**config.mk**
```make
export PLATFORM = sky130hd
export DESIGN_NAME = sreg_port
export DESIGN_NICKNAME = d
export VERILOG_FILES = /design/src/rtl/sreg_pkg.sv /design/src/rtl/sreg_frame_rx.sv /design/src/rtl/sreg_regfile.sv /design/src/rtl/sreg_readback.sv /design/src/rtl/sreg_port.sv
export SDC_FILE = /design/constraint.sdc
export NUM_CORES = 1
export LEC_CHECK = 0
export BUFFER_PORTS_ARGS = -buffer_cell sky130_fd_sc_hd__buf_2
export CORE_ASPECT_RATIO = 1.2
export CORE_MARGIN = 5
export CORE_UTILIZATION = 40
export DETAILED_ROUTE_END_ITERATION = 10
export PLACE_DENSITY = 0.55
export SLEW_MARGIN = 20
export SYNTH_ARGS = -nofsm -noshare
export SYNTH_HDL_FRONTEND = slang
export SYNTH_HIERARCHICAL = 1
export SYNTH_SLANG_ARGS = --single-unit
```
**constraint.sdc**
```tcl
create_clock -name clk_i -period 2.4 [get_ports clk_i]
set_input_delay 0.12 -clock clk_i [delete_from_list [all_inputs] [get_ports clk_i]]
set_output_delay 0.12 -clock clk_i [all_outputs]
set_load 0.02 [all_outputs]
```
**src/rtl/sreg_pkg.sv**
```systemverilog
package sreg_pkg;
  localparam int unsigned CMD_W  = 4;
  localparam int unsigned ADDR_W = 4;
  localparam int unsigned DATA_W = 8;

  localparam logic [CMD_W-1:0] CMD_WRITE = 4'b0001;
  localparam logic [CMD_W-1:0] CMD_READ  = 4'b0010;

  typedef enum logic [1:0] {
    RB_IDLE   = 2'd0,
    RB_ARMED  = 2'd1,
    RB_ACTIVE = 2'd2
  } rb_state_e;
endpackage

```
**src/rtl/sreg_frame_rx.sv**
```systemverilog
module sreg_frame_rx #(
  parameter int unsigned FRAME_W = 16,
  localparam int unsigned CNT_W  = $clog2(FRAME_W + 1)
) (
  input  logic               clk_i,
  input  logic               rst_ni,
  input  logic               cs_i,
  input  logic               sclk_i,
  input  logic               dio_i,
  output logic               bit_stb_o,
  output logic               cs_rise_o,
  output logic               cs_fall_o,
  output logic               frame_done_o,
  output logic [FRAME_W-1:0] frame_o,
  output logic [CNT_W-1:0]   cnt_o
);
  logic               sclk_q, cs_q;
  logic [FRAME_W-1:0] sh_q;
  logic [CNT_W-1:0]   cnt_q;

  always_ff @(posedge clk_i or negedge rst_ni) begin
    if (!rst_ni) begin
      sclk_q <= 1'b0;
      cs_q   <= 1'b0;
    end else begin
      sclk_q <= sclk_i;
      cs_q   <= cs_i;
    end
  end

  assign bit_stb_o = cs_i & sclk_i & ~sclk_q;
  assign cs_rise_o = cs_i & ~cs_q;
  assign cs_fall_o = ~cs_i & cs_q;

  always_ff @(posedge clk_i or negedge rst_ni) begin
    if (!rst_ni) begin
      sh_q  <= '0;
      cnt_q <= '0;
    end else if (!cs_i) begin
      cnt_q <= '0;
    end else if (bit_stb_o && (cnt_q < CNT_W'(FRAME_W))) begin
      sh_q  <= {sh_q[FRAME_W-2:0], dio_i};
      cnt_q <= cnt_q + 1'b1;
    end
  end

  // word including the bit being taken this cycle
  assign frame_o      = {sh_q[FRAME_W-2:0], dio_i};
  assign frame_done_o = bit_stb_o && (cnt_q == CNT_W'(FRAME_W - 1));
  assign cnt_o        = cnt_q;
endmodule

```
**src/rtl/sreg_regfile.sv**
```systemverilog
module sreg_regfile #(
  parameter int unsigned ADDR_W   = 4,
  parameter int unsigned DATA_W   = 8,
  parameter int unsigned RST_ADDR = 3,
  parameter logic [DATA_W-1:0] RST_VAL = '0,
  localparam int unsigned DEPTH   = 1 << ADDR_W
) (
  input  logic                         clk_i,
  input  logic                         rst_ni,
  input  logic                         wr_en_i,
  input  logic [ADDR_W-1:0]            wr_addr_i,
  input  logic [DATA_W-1:0]            wr_data_i,
  input  logic [ADDR_W-1:0]            rd_addr_i,
  output logic [DATA_W-1:0]            rd_data_o,
  output logic [DEPTH-1:0][DATA_W-1:0] regs_o
);
  for (genvar g = 0; g < DEPTH; g++) begin : g_reg
    localparam logic [DATA_W-1:0] INIT = (g == RST_ADDR) ? RST_VAL : '0;
    always_ff @(posedge clk_i or negedge rst_ni) begin
      if (!rst_ni)                                       regs_o[g] <= INIT;
      else if (wr_en_i && (wr_addr_i == ADDR_W'(g)))     regs_o[g] <= wr_data_i;
    end
  end

  assign rd_data_o = regs_o[rd_addr_i];
endmodule

```
**src/rtl/sreg_readback.sv**
```systemverilog
module sreg_readback
  import sreg_pkg::*;
#(
  parameter int unsigned DATA_W = 8,
  localparam int unsigned CNT_W = $clog2(DATA_W + 1)
) (
  input  logic              clk_i,
  input  logic              rst_ni,
  input  logic              load_i,
  input  logic [DATA_W-1:0] load_data_i,
  input  logic              start_i,
  input  logic              stop_i,
  input  logic              adv_i,
  input  logic              ask_sel_i,
  input  logic              fsk_sel_i,
  input  logic              ask_demod_i,
  input  logic              fsk_demod_i,
  output logic              dio_o,
  output logic              dio_oe_o,
  output logic              ask_o,
  output logic              fsk_o,
  output rb_state_e         state_o,
  output logic [CNT_W-1:0]  cnt_o
);
  rb_state_e         state_q;
  logic [DATA_W-1:0] sh_q;
  logic [CNT_W-1:0]  cnt_q;
  logic              drive;

  always_ff @(posedge clk_i or negedge rst_ni) begin
    if (!rst_ni) begin
      state_q <= RB_IDLE;
      sh_q    <= '0;
      cnt_q   <= '0;
    end else begin
      unique case (state_q)
        RB_IDLE: if (load_i) begin
          state_q <= RB_ARMED;
          sh_q    <= load_data_i;
          cnt_q   <= '0;
        end
        RB_ARMED: if (start_i) state_q <= RB_ACTIVE;
        RB_ACTIVE: begin
          if (stop_i) state_q <= RB_IDLE;
          else if (adv_i && (cnt_q < CNT_W'(DATA_W))) begin
            sh_q  <= {sh_q[DATA_W-2:0], 1'b0};
            cnt_q <= cnt_q + 1'b1;
          end
        end
        default: state_q <= RB_IDLE;
      endcase
    end
  end

  assign drive    = (state_q == RB_ACTIVE) && (cnt_q < CNT_W'(DATA_W));
  assign dio_o    = sh_q[DATA_W-1];
  assign dio_oe_o = drive && !ask_sel_i && !fsk_sel_i;
  assign ask_o    = (drive && ask_sel_i) ? sh_q[DATA_W-1] : ask_demod_i;
  assign fsk_o    = (drive && fsk_sel_i) ? sh_q[DATA_W-1] : fsk_demod_i;
  assign state_o  = state_q;
  assign cnt_o    = cnt_q;
endmodule

```
**src/rtl/sreg_port.sv**
```systemverilog
module sreg_port
  import sreg_pkg::*;
#(
  parameter int unsigned CFG_ADDR    = 0,
  parameter int unsigned DIV_ADDR    = 3,
  parameter int unsigned ASK_SEL_BIT = 0,
  parameter int unsigned FSK_SEL_BIT = 1,
  parameter logic [DATA_W-1:0] DIV_RST = 8'h64,
  localparam int unsigned FRAME_W = CMD_W + ADDR_W + DATA_W,
  localparam int unsigned DEPTH   = 1 << ADDR_W,
  localparam int unsigned FCNT_W  = $clog2(FRAME_W + 1),
  localparam int unsigned RCNT_W  = $clog2(DATA_W + 1)
) (
  input  logic              clk_i,
  input  logic              rst_ni,
  input  logic              cs_i,
  input  logic              sclk_i,
  input  logic              dio_i,
  output logic              dio_o,
  output logic              dio_oe_o,
  input  logic              ask_demod_i,
  input  logic              fsk_demod_i,
  output logic              ask_data_o,
  output logic              fsk_data_o,
  output logic [DATA_W-1:0] xtal_div_o
);
  logic                         bit_stb, cs_rise, cs_fall, frm_done;
  logic [FRAME_W-1:0]           frm_word;
  logic [FCNT_W-1:0]            frm_cnt;
  logic [CMD_W-1:0]             f_cmd;
  logic [ADDR_W-1:0]            f_addr;
  logic [DATA_W-1:0]            f_data, rd_data;
  logic [DEPTH-1:0][DATA_W-1:0] regs;
  logic                         decode, wr_en, rd_en;
  rb_state_e                    rb_state;
  logic [RCNT_W-1:0]            rb_cnt;

  sreg_frame_rx #(.FRAME_W(FRAME_W)) u_rx (
    .clk_i, .rst_ni, .cs_i, .sclk_i, .dio_i,
    .bit_stb_o(bit_stb), .cs_rise_o(cs_rise), .cs_fall_o(cs_fall),
    .frame_done_o(frm_done), .frame_o(frm_word), .cnt_o(frm_cnt)
  );

  assign {f_cmd, f_addr, f_data} = frm_word;
  // readback frames are consumed, never decoded
  assign decode = frm_done && (rb_state == RB_IDLE);
  assign wr_en  = decode && (f_cmd == CMD_WRITE);
  assign rd_en  = decode && (f_cmd == CMD_READ);

  sreg_regfile #(
    .ADDR_W(ADDR_W), .DATA_W(DATA_W), .RST_ADDR(DIV_ADDR), .RST_VAL(DIV_RST)
  ) u_rf (
    .clk_i, .rst_ni,
    .wr_en_i(wr_en), .wr_addr_i(f_addr), .wr_data_i(f_data),
    .rd_addr_i(f_addr), .rd_data_o(rd_data), .regs_o(regs)
  );

  sreg_readback #(.DATA_W(DATA_W)) u_rb (
    .clk_i, .rst_ni,
    .load_i(rd_en), .load_data_i(rd_data),
    .start_i(cs_rise), .stop_i(cs_fall), .adv_i(bit_stb),
    .ask_sel_i(regs[CFG_ADDR][ASK_SEL_BIT]),
    .fsk_sel_i(regs[CFG_ADDR][FSK_SEL_BIT]),
    .ask_demod_i, .fsk_demod_i,
    .dio_o, .dio_oe_o, .ask_o(ask_data_o), .fsk_o(fsk_data_o),
    .state_o(rb_state), .cnt_o(rb_cnt)
  );

  assign xtal_div_o = regs[DIV_ADDR];
endmodule

```
After elaboration in Yosys (flattened, before gate mapping)
Index checks and enable logic that the tools add are counted.
{ "totals": {"in_bits": 7, "wordCells": 114, "register_bits": 164, "out_inout_bits": 12} }
{ "classes": {"n_eq_ne": 26, "add_sub_neg": 2, "n_reduce_logical": 35, "bitwise_logic": 7, "n_mux": 18, "magnitude_cmp": 3} }
{ "op_table": {"columns": ["op", "n"], "rows": [
  ["$bmux 8 s4", 1],
  ["$eq 4x4->1 const B", 8],
  ["$mux 8", 4],
  ["$logic_and 1x1->1", 27],
  ["$eq 4x3->1 const B", 4],
  ["$pmux 8 s2", 1],
  ["$eq 4x2->1 const B", 3],
  ["$mux 4", 3],
  ["$mux 5", 2],
  ["$eq 4x1->1 const B", 2],
  ["$ne 2x2->1 const B", 4],
  ["$pmux 4 s2", 1],
  ["$mux 2", 3],
  ["$pmux 2 s3", 1],
  ["$add 5x1->5 const B", 1],
  ["$eq 5x4->1 const B", 1],
  ["$lt 4x5->1 const B", 1],
  ["$lt 5x5->1 const B", 1],
  ["$add 4x1->4 const B", 1],
  ["$and 1x1->1", 4],
  ["$logic_not 4->1", 1],
  ["$lt 4x4->1 const B", 1],
  ["$ne 2x1->1 const B", 2],
  ["$reduce_and 4->1", 1],
  ["9 further kinds", 13]
]} }

Longest topological paths before layout
Gate-level depths: netlist of the first run.
{ "logic_depth": {"depth_word": 7, "depth_mapped": 10} }

Cells and area by module
Netlist of the first run, hierarchy kept.
{ "by_module_without_submodules": {"columns": ["mod", "n_inst", "area_per_inst_um2", "cells_each"], "rows": [
  ["sreg_regfile", 1, 5794.3, 364],
  ["sreg_frame_rx", 1, 948.4, 64],
  ["sreg_readback", 1, 752.0, 70],
  ["sreg_port", 1, 35.0, 4]
]} }

Least setup slack after synthesis of the first run
Ideal clock, no wire load.
{ "synth_timing": {"kind": "reg2reg", "start": "register u_rx.cnt_q[0] (netlist: u_rx/cnt_o[0])", "end": "register u_rf/regs_o[64] (netlist bit)", "setup_ns": 0.128, "t_required_ns": 2.272, "path_stages_with_launch": 11, "path_slack_ns": -0.151, "arrival_time_ns": 2.423, "path_buffers": 1, "path_cell_list": "dfrtp_1 ha_1 and3_1 ha_1 and2_1 nand4bb_1 nor4_1 nand3b_1 or3_1 buf_2 mux2_1"} }
{ "synth_between": {"elab_chain_len": 5} }
{ "synth_rtl": {"columns": ["item", "line_no", "rtl"], "rows": [
  ["from (decl)", "sreg_frame_rx.sv:19", "logic [CNT_W-1:0] cnt_q;"],
  ["from (signal assigned)", "sreg_frame_rx.sv:43", "cnt_q <= cnt_q + 1'b1;"],
  ["$eq 5x4->1", "sreg_frame_rx.sv:49", "assign frame_done_o = bit_stb_o && (cnt_q == CNT_W'(FRAME_W - 1));"],
  ["$logic_and 1x1->1", "sreg_frame_rx.sv:49", null],
  ["named net frm_done", "sreg_port.sv:27", "logic bit_stb, cs_rise, cs_fall, frm_done;"],
  ["$logic_and 1x1->1", "sreg_port.sv:46", "assign decode = frm_done && (rb_state == RB_IDLE);"],
  ["$logic_and 1x1->1", "sreg_port.sv:47", "assign wr_en = decode && (f_cmd == CMD_WRITE);"],
  ["named net wr_en", "sreg_port.sv:34", "logic decode, wr_en, rd_en;"],
  ["$logic_and 1x1->1", "sreg_regfile.sv:21", "else if (wr_en_i && (wr_addr_i == ADDR_W'(g))) regs_o[g] <= wr_data_i;"],
  ["to (signal, indexed assignment)", "sreg_regfile.sv:21", null],
  ["to (decl)", "sreg_regfile.sv:15", "output logic [DEPTH-1:0][DATA_W-1:0] regs_o"]
]} }
The timed path passes the listed nets, and every way through them passes these cells.
A chain may end at the register's enable or synchronous reset.

Final worst setup path of the first run
{ "layout_timing": {"start": "register u_rx.cnt_q[0] (netlist: u_rx/cnt_o[0])", "end": "register u_rf/regs_o[34] (netlist bit)"} }
The elaborated chain is that of the path after synthesis.

==> flow_metrics.env, run 1 <==
export IMPL_routabilityCongestion=0.767
export IMPL_hpwl_um=10900
export IMPL_first_iter_violations=221
export IMPL_fin_crit_sh_pct=105
export IMPL_ant_nets=0
export IMPL_rsz0062_at_grt="yes"
export IMPL_vias=4440
export IMPL_drc=0
export IMPL_die_h_um=160
export IMPL_slowest_delay_ps=460
export IMPL_setup_violations=117
export IMPL_yosysSeqAreaShare_pct=54.6
export IMPL_ys_warn_count=6
export IMPL_violations="negative setup slack"
export IMPL_synthArstFlopShare_pct=100
export IMPL_area_growth_pct=24.6
export IMPL_io_buffers=18
export IMPL_cts_root_buf="clkbuf_16"
export IMPL_critical_path_slowest_cell="or3_4"
export IMPL_dp_cells=787
export IMPL_worstMarginPinSlew_ps=762
export IMPL_drive_above_1_share_pct=53.1
export IMPL_met2_usage_pct=26.3
export IMPL_startpoint="u_rx/cnt_o[0]"
export IMPL_start_util_pct=40.2
export IMPL_track_usage_pct=16.2
export IMPL_ys_top_cells_by_count="dfrtp_1, mux2_2, mux4_2, mux2_1, nand2_1"
export IMPL_grt_pass1_wl_um=27300
export IMPL_ctsLongestPathBuffers=2
export IMPL_wl_per_cell_um=20.6
export IMPL_synth_most_common_cell="dfrtp_1"
export IMPL_htree_levels=4
export IMPL_synth_edff_count=0
export IMPL_cp_data_arrival_time_ps=2810
export IMPL_ir_drop_mv=0.583
export IMPL_synth_area_leader_cell="dfrtp_1"
export IMPL_min_period_ps=2510
export IMPL_r2r_cells=10
export IMPL_cts_tree="done"
export IMPL_first_global_vias=4812
export IMPL_fin_util_pct=50.1
export IMPL_setup_tns_ps=-5800
export IMPL_dr_pass1_iters=4
export IMPL_grt_max_degree=66
export IMPL_syn_mean_instance_area_um2=15.0
export IMPL_cp_required_ps=2710
export IMPL_numCtsBuffers=17
export IMPL_vias_per_cell=5.38
export IMPL_syn_area_um2=7530
export IMPL_crit_family="simple AND/OR/NAND/NOR gates"
export IMPL_maxCapViolations=0
export IMPL_r2r_start="u_rx/cnt_o[0]"
export IMPL_die_area_um2=21700
export IMPL_fin_nets=567
export IMPL_grtUsageMet3_pct=3.48
export IMPL_synth_top_area_share_pct=53.5
export IMPL_hold_violations=0
export IMPL_slew_headroom_pct=49.2
export IMPL_cp_max_fo=8
export IMPL_clock_skew_ps=24.6
export IMPL_n_antenna_cell=0
export IMPL_hold_ws_ps=220
export IMPL_synth_area_leaders="dfrtp_1, mux2_2, mux4_2"
export IMPL_cp_end_kind="register"
export IMPL_max_freq_ghz=0.399
export IMPL_synthCells=502
export IMPL_n_fill_cell=1619
export IMPL_ys_types=49
export IMPL_gr_total_overflow=0
export IMPL_postRouteWirelength_um=17000
export IMPL_die_x_um=135
export IMPL_start_kind="register"
export IMPL_holdCritPathClass="primary input to asynchronous set/reset pin"
export IMPL_cts_sinks=164
export IMPL_crit_type="register to register"
export IMPL_rows=55
export IMPL_grt_antenna_before_repair=0
export IMPL_worstPathCellList="ha_2 -> and3_4 -> ha_4 -> and2_4 -> nand4bb_1 -> nor4_2 -> buf_4 -> nand3b_1 -> or3_4 -> mux2_1"
export IMPL_crit_buf_inv=1
export IMPL_grt_use_met1_pct=21.6
export IMPL_synth_nets=512
export IMPL_placeableCoreArea_um2=18700
export IMPL_p_per_area_nw_per_um2=751
export IMPL_synthFlopType="dfrtp_1"
export IMPL_synth_seq_cells=164
export IMPL_status="finished with violations"
export IMPL_maxSlewViolCount=0
export IMPL_ios=19
export IMPL_p_leak_nw=4.39
export IMPL_clk_pin_slew_ps=60
export IMPL_top_usage_layer="met2"
export IMPL_finalWorstSetupSlack_ps=-109
export IMPL_final_cells=825
export IMPL_clkLatencyLatePin_ps=430
export IMPL_cp_depth=10
==> area by class of cell <==
class	instances	area, µm²	area share [%]
clock buffers	23	478	5.10
repair buffers	66	649	6.92
well taps	256	320	3.41
flip-flops and latches	164	4110	43.8
inverters	5	18.8	0.200
clock inverters	8	196	2.09
multi-input cells	303	3610	38.5
==> flip-flops by register name, summed over array words and instances (netlist names) <==
| register | count |
|---|---|
| u_rb/cnt_o | 4 |
| u_rb/sh_q | 8 |
| u_rb/state_o | 2 |
| u_rf/regs_o | 128 |
| u_rx/cnt_o | 5 |
| u_rx/cs_q | 1 |
| u_rx/sclk_q | 1 |
| u_rx/sh_q | 15 |
==> metal layers <==
layer / wire (µm) / share of wire (%)
met3: 469 / 2.8
met2: 8360 / 49
met5: 0 / 0
met1: 7770 / 46
met4: 406 / 2.4
==> worst paths after layout <==
kind / endpoint / slack (ps)
worst min-delay path: u_rf/regs_o[72] / 220
max in group asynchronous: u_rf/regs_o[26] / 1410
worst min register to register: u_rf/regs_o[98] / 490
min in group clk_i: u_rf/regs_o[80] / 270
worst max-delay path: u_rf/regs_o[34] / -110
worst max register to register: u_rf/regs_o[34] / -110
==> cells by family after synthesis <==
logic type,after synthesis,synth area share (%)
compound gates,34,3.62
xor+xnor,1,0.116
fa+ha+maj,3,0.499
buf+inv,35,2.46
flops,164,54.6
mux,180,31.7
simple gates,85,7.10
==> report_power, final <==
group | switching [mW] | leakage (nW) | total, mW | internal, mW
clock | 1.04 | 0.324 | 3.07 | 2.03
sequential | 0.377 | 2.26 | 3.22 | 2.84
combinational | 0.411 | 1.81 | 0.761 | 0.350
total | 1.83 | 4.39 | 7.05 | 5.22
==> through the flow <==
step	total power, mW	cell area, µm²	setup slack (ps)
final	7.05	9380	-109
after floorplan	3.58	7540	-25.0
after global routing	7.32	9380	-256
after CTS	7.12	9150	-118
after detailed placement	3.98	8220	-204
after global placement	3.97	8220	-207
==> cell usage in the layout, fill, tap and decap left out, types with 4 or more instances in the layout <==
| master | n |
|---|---|
| nor2_1 | 4 |
| nand2b_1 | 10 |
| o221a_2 | 7 |
| nand2_1 | 18 |
| buf_4 | 19 |
| buf_6 | 17 |
| mux2_4 | 71 |
| nor2b_1 | 6 |
| inv_1 | 5 |
| mux2_2 | 70 |
| a22oi_1 | 16 |
| nand3b_1 | 5 |
| buf_2 | 17 |
| buf_12 | 10 |
| nor2_4 | 9 |
| mux2_1 | 4 |
| nand3_1 | 5 |
| dfrtp_1 | 160 |
| bufinv_16 | 6 |
| mux4_2 | 32 |
| clkbuf_16 | 17 |
==> repair_timing <==
item,in CTS,in global routing
hold endpoints to repair,52,0
hold buffers,3,0
endpoints found under the setup margin,128,132
setup buffers,3,1
gates cloned,0,0
gates resized for setup,50,58
pin swaps,1,5
Note: power is estimated with default switching activity, not from simulation.
==> run 2: changes to the inputs <==
Settings changed: CTS_CLUSTER_SIZE from default to 20, GPL_TIMING_DRIVEN from default to 0.
Clock period 2.4 ns to 2.19 ns, I/O delays scaled along.
==> run 2 against run 1 <==
Net effect:
- the run still ends with negative setup slack left
- utilization increased by 0.51 points
- register-to-register slack worse by 270 ps
- clock skew decreased by 16 ps
- largest cell class unchanged
- clock power hardly changed
- setup slack got worse by 270 ps
- power grew 7.5%
==> flow_metrics.env, run 2 (synthesis gave the netlist of run 1 again) <==
export IMPL_ant_nets=0
export IMPL_cts_root_buf="clkbuf_16"
export IMPL_max_freq_ghz=0.390
export IMPL_ir_drop_mv=0.673
export IMPL_io_buffers=18
export IMPL_place_ws_ps=-760
export IMPL_htree_levels=4
export IMPL_status="finished with violations"
export IMPL_clock_skew_ps=8.59
export IMPL_cts_sinks=164
export IMPL_clkLatencyLatePin_ps=430
export IMPL_slowest_delay_ps=390
export IMPL_regArea_um2=4110
export IMPL_first_iter_violations=220
export IMPL_placeableCoreArea_um2=18700
export IMPL_start_kind="register"
export IMPL_area_growth_pct=25.8
export IMPL_finalWorstSetupSlack_ps=-377
export IMPL_r2r_cells=11
export IMPL_gr_total_overflow=0
export IMPL_reg2reg_slack_ps=-380
export IMPL_drive_above_1_share_pct=52.7
export IMPL_fin_crit_sh_pct=117
export IMPL_grt_antenna_before_repair=0
export IMPL_setup_violations=135
export IMPL_cp_depth=11
export IMPL_slew_headroom_pct=44.0
export IMPL_grt_max_degree=87
export IMPL_cts_tree="done"
export IMPL_maxSlewViolCount=0
export IMPL_fin_nets=576
export IMPL_routabilityCongestion=0.736
export IMPL_clk_pin_slew_ps=70
export IMPL_crit_buf_inv=2
export IMPL_holdPathStages=3
export IMPL_drc=0
export IMPL_holdCritPathClass="primary input to register"
export IMPL_p_leak_nw=4.38
export IMPL_worstMarginPinSlew_ps=837
export IMPL_p_per_area_nw_per_um2=799
export IMPL_ios=19
export IMPL_layout_common_cells="dfrtp_1, mux2_4, mux2_2, mux4_2"
export IMPL_start_util_pct=40.2
export IMPL_critical_path_slowest_cell="or3_1"
export IMPL_rsz0062_at_grt="yes"
export IMPL_min_period_ps=2570
export IMPL_maxCapViolations=0
export IMPL_track_usage_pct=17.8
export IMPL_vias_per_cell=5.51
export IMPL_dr_pass1_iters=4
export IMPL_hp_start="cs_i"
export IMPL_hold_ws_ps=35.5
export IMPL_vias=4599
export IMPL_final_common_cell="dfrtp_1"
export IMPL_n_antenna_cell=0
export IMPL_first_global_vias=4906
export IMPL_worstPathCellList="ha_2 -> and3_4 -> ha_4 -> and2_4 -> nand4bb_1 -> nor4_4 -> buf_4 -> nand3b_1 -> or3_1 -> buf_6 -> mux2_4"
export IMPL_largest_reg_flops=128
export IMPL_min_to="u_rx/cnt_o[4]"
export IMPL_reg_top3="u_rf/regs_o: 128 flops, u_rx/sh_q: 15 flops, u_rb/sh_q: 8 flops"
export IMPL_numCtsBuffers=17
export IMPL_crit_family="simple AND/OR/NAND/NOR gates"
export IMPL_cp_max_fo=8
export IMPL_die_x_um=135
export IMPL_violations="negative setup slack"
export IMPL_die_area_um2=21700
export IMPL_hold_violations=0
export IMPL_cp_end_kind="register"
export IMPL_multi_input_area_um2=3710
export IMPL_ctsLongestPathBuffers=2
export IMPL_grt_pass1_wl_um=29200
export IMPL_n_fill_cell=1577
export IMPL_r2r_start="u_rx/cnt_o[0]"
export IMPL_wl_per_cell_um=22.5
export IMPL_crit_type="register to register"
export IMPL_rows=55
export IMPL_postRouteWirelength_um=18700
export IMPL_r2r_end="u_rf/regs_o[35]"
export IMPL_cp_data_arrival_time_ps=2870
export IMPL_cp_required_ps=2500
export IMPL_die_h_um=160
export IMPL_top_register="u_rf/regs_o"
export IMPL_hpwl_um=11600
run 2: per-layer routing:
metal	vias up	share of wire, %	track usage, %	wire [µm]
met5	-	0	0	0
met4	0	1.9	5.36	350
met3	22	3.4	3.32	628
met2	88	50	29.2	9410
met1	2489	45	24.1	8360
li1	2000	-	-	-
run 2: how the worst max path moves through the flow:
stage | startpoint | end
floorplan | u_rx/cnt_o[0] | u_rf/regs_o[100]
global placement | rst_ni | u_rf/regs_o[28]
detailed placement | u_rx/cnt_o[0] | u_rf/regs_o[11]
CTS | u_rx/cnt_o[0] | u_rf/regs_o[25]
global route | u_rx/cnt_o[0] | u_rf/regs_o[15]
finish | u_rx/cnt_o[0] | u_rf/regs_o[35]
run 2: layout make-up:
type	instances	share of cell area [%]
clock buffers	20	4.93
flip-flops and latches	164	43.4
clock inverters	12	1.58
repair buffers	46	4.98
multi-input cells	303	39.2
plain buffers	29	2.42
well taps	256	3.38
inverters	5	0.198
run 2: power by group:
part           total, mW  switching (mW)  internal, mW  leakage, nW
Clock               3.10            1.22          1.88        0.299
Combinational       1.14           0.712         0.423         1.82
Sequential          3.34           0.222          3.11         2.26
Total               7.57            2.15          5.42         4.38
run 2: timing repair:
| action | 4_1_cts | 5_1_grt |
|---|---|---|
| hold endpoints to repair | 79 | 0 |
| endpoints found under the setup margin | 137 | 137 |
| hold buffers | 4 | 0 |
| buffers inserted | 23 | 0 |
| resized for setup | 101 | 36 |
| pin swaps | 13 | 8 |
run 2: tightest hold or removal path, stage by stage:
cell    delay, ps
buf_2          90
buf_6         120
o21a_1        110
run 2: metrics by stage:
step | cell area (µm²) | total power [mW] | setup TNS (ps) | util [%] | cells
2_1_floorplan | 7560 | 3.92 | -15920 | - | 502
3_3_place_gp | 7970 | 4.36 | -300230 | 42.6 | 776
3_5_place_dp | 8010 | 4.39 | -79180 | 42.8 | 777
4_1_cts | 9350 | 7.63 | -42120 | 49.9 | 836
5_1_grt | 9480 | 7.87 | -53450 | 50.6 | 835
6_report | 9480 | 7.57 | -36030 | 50.6 | 835
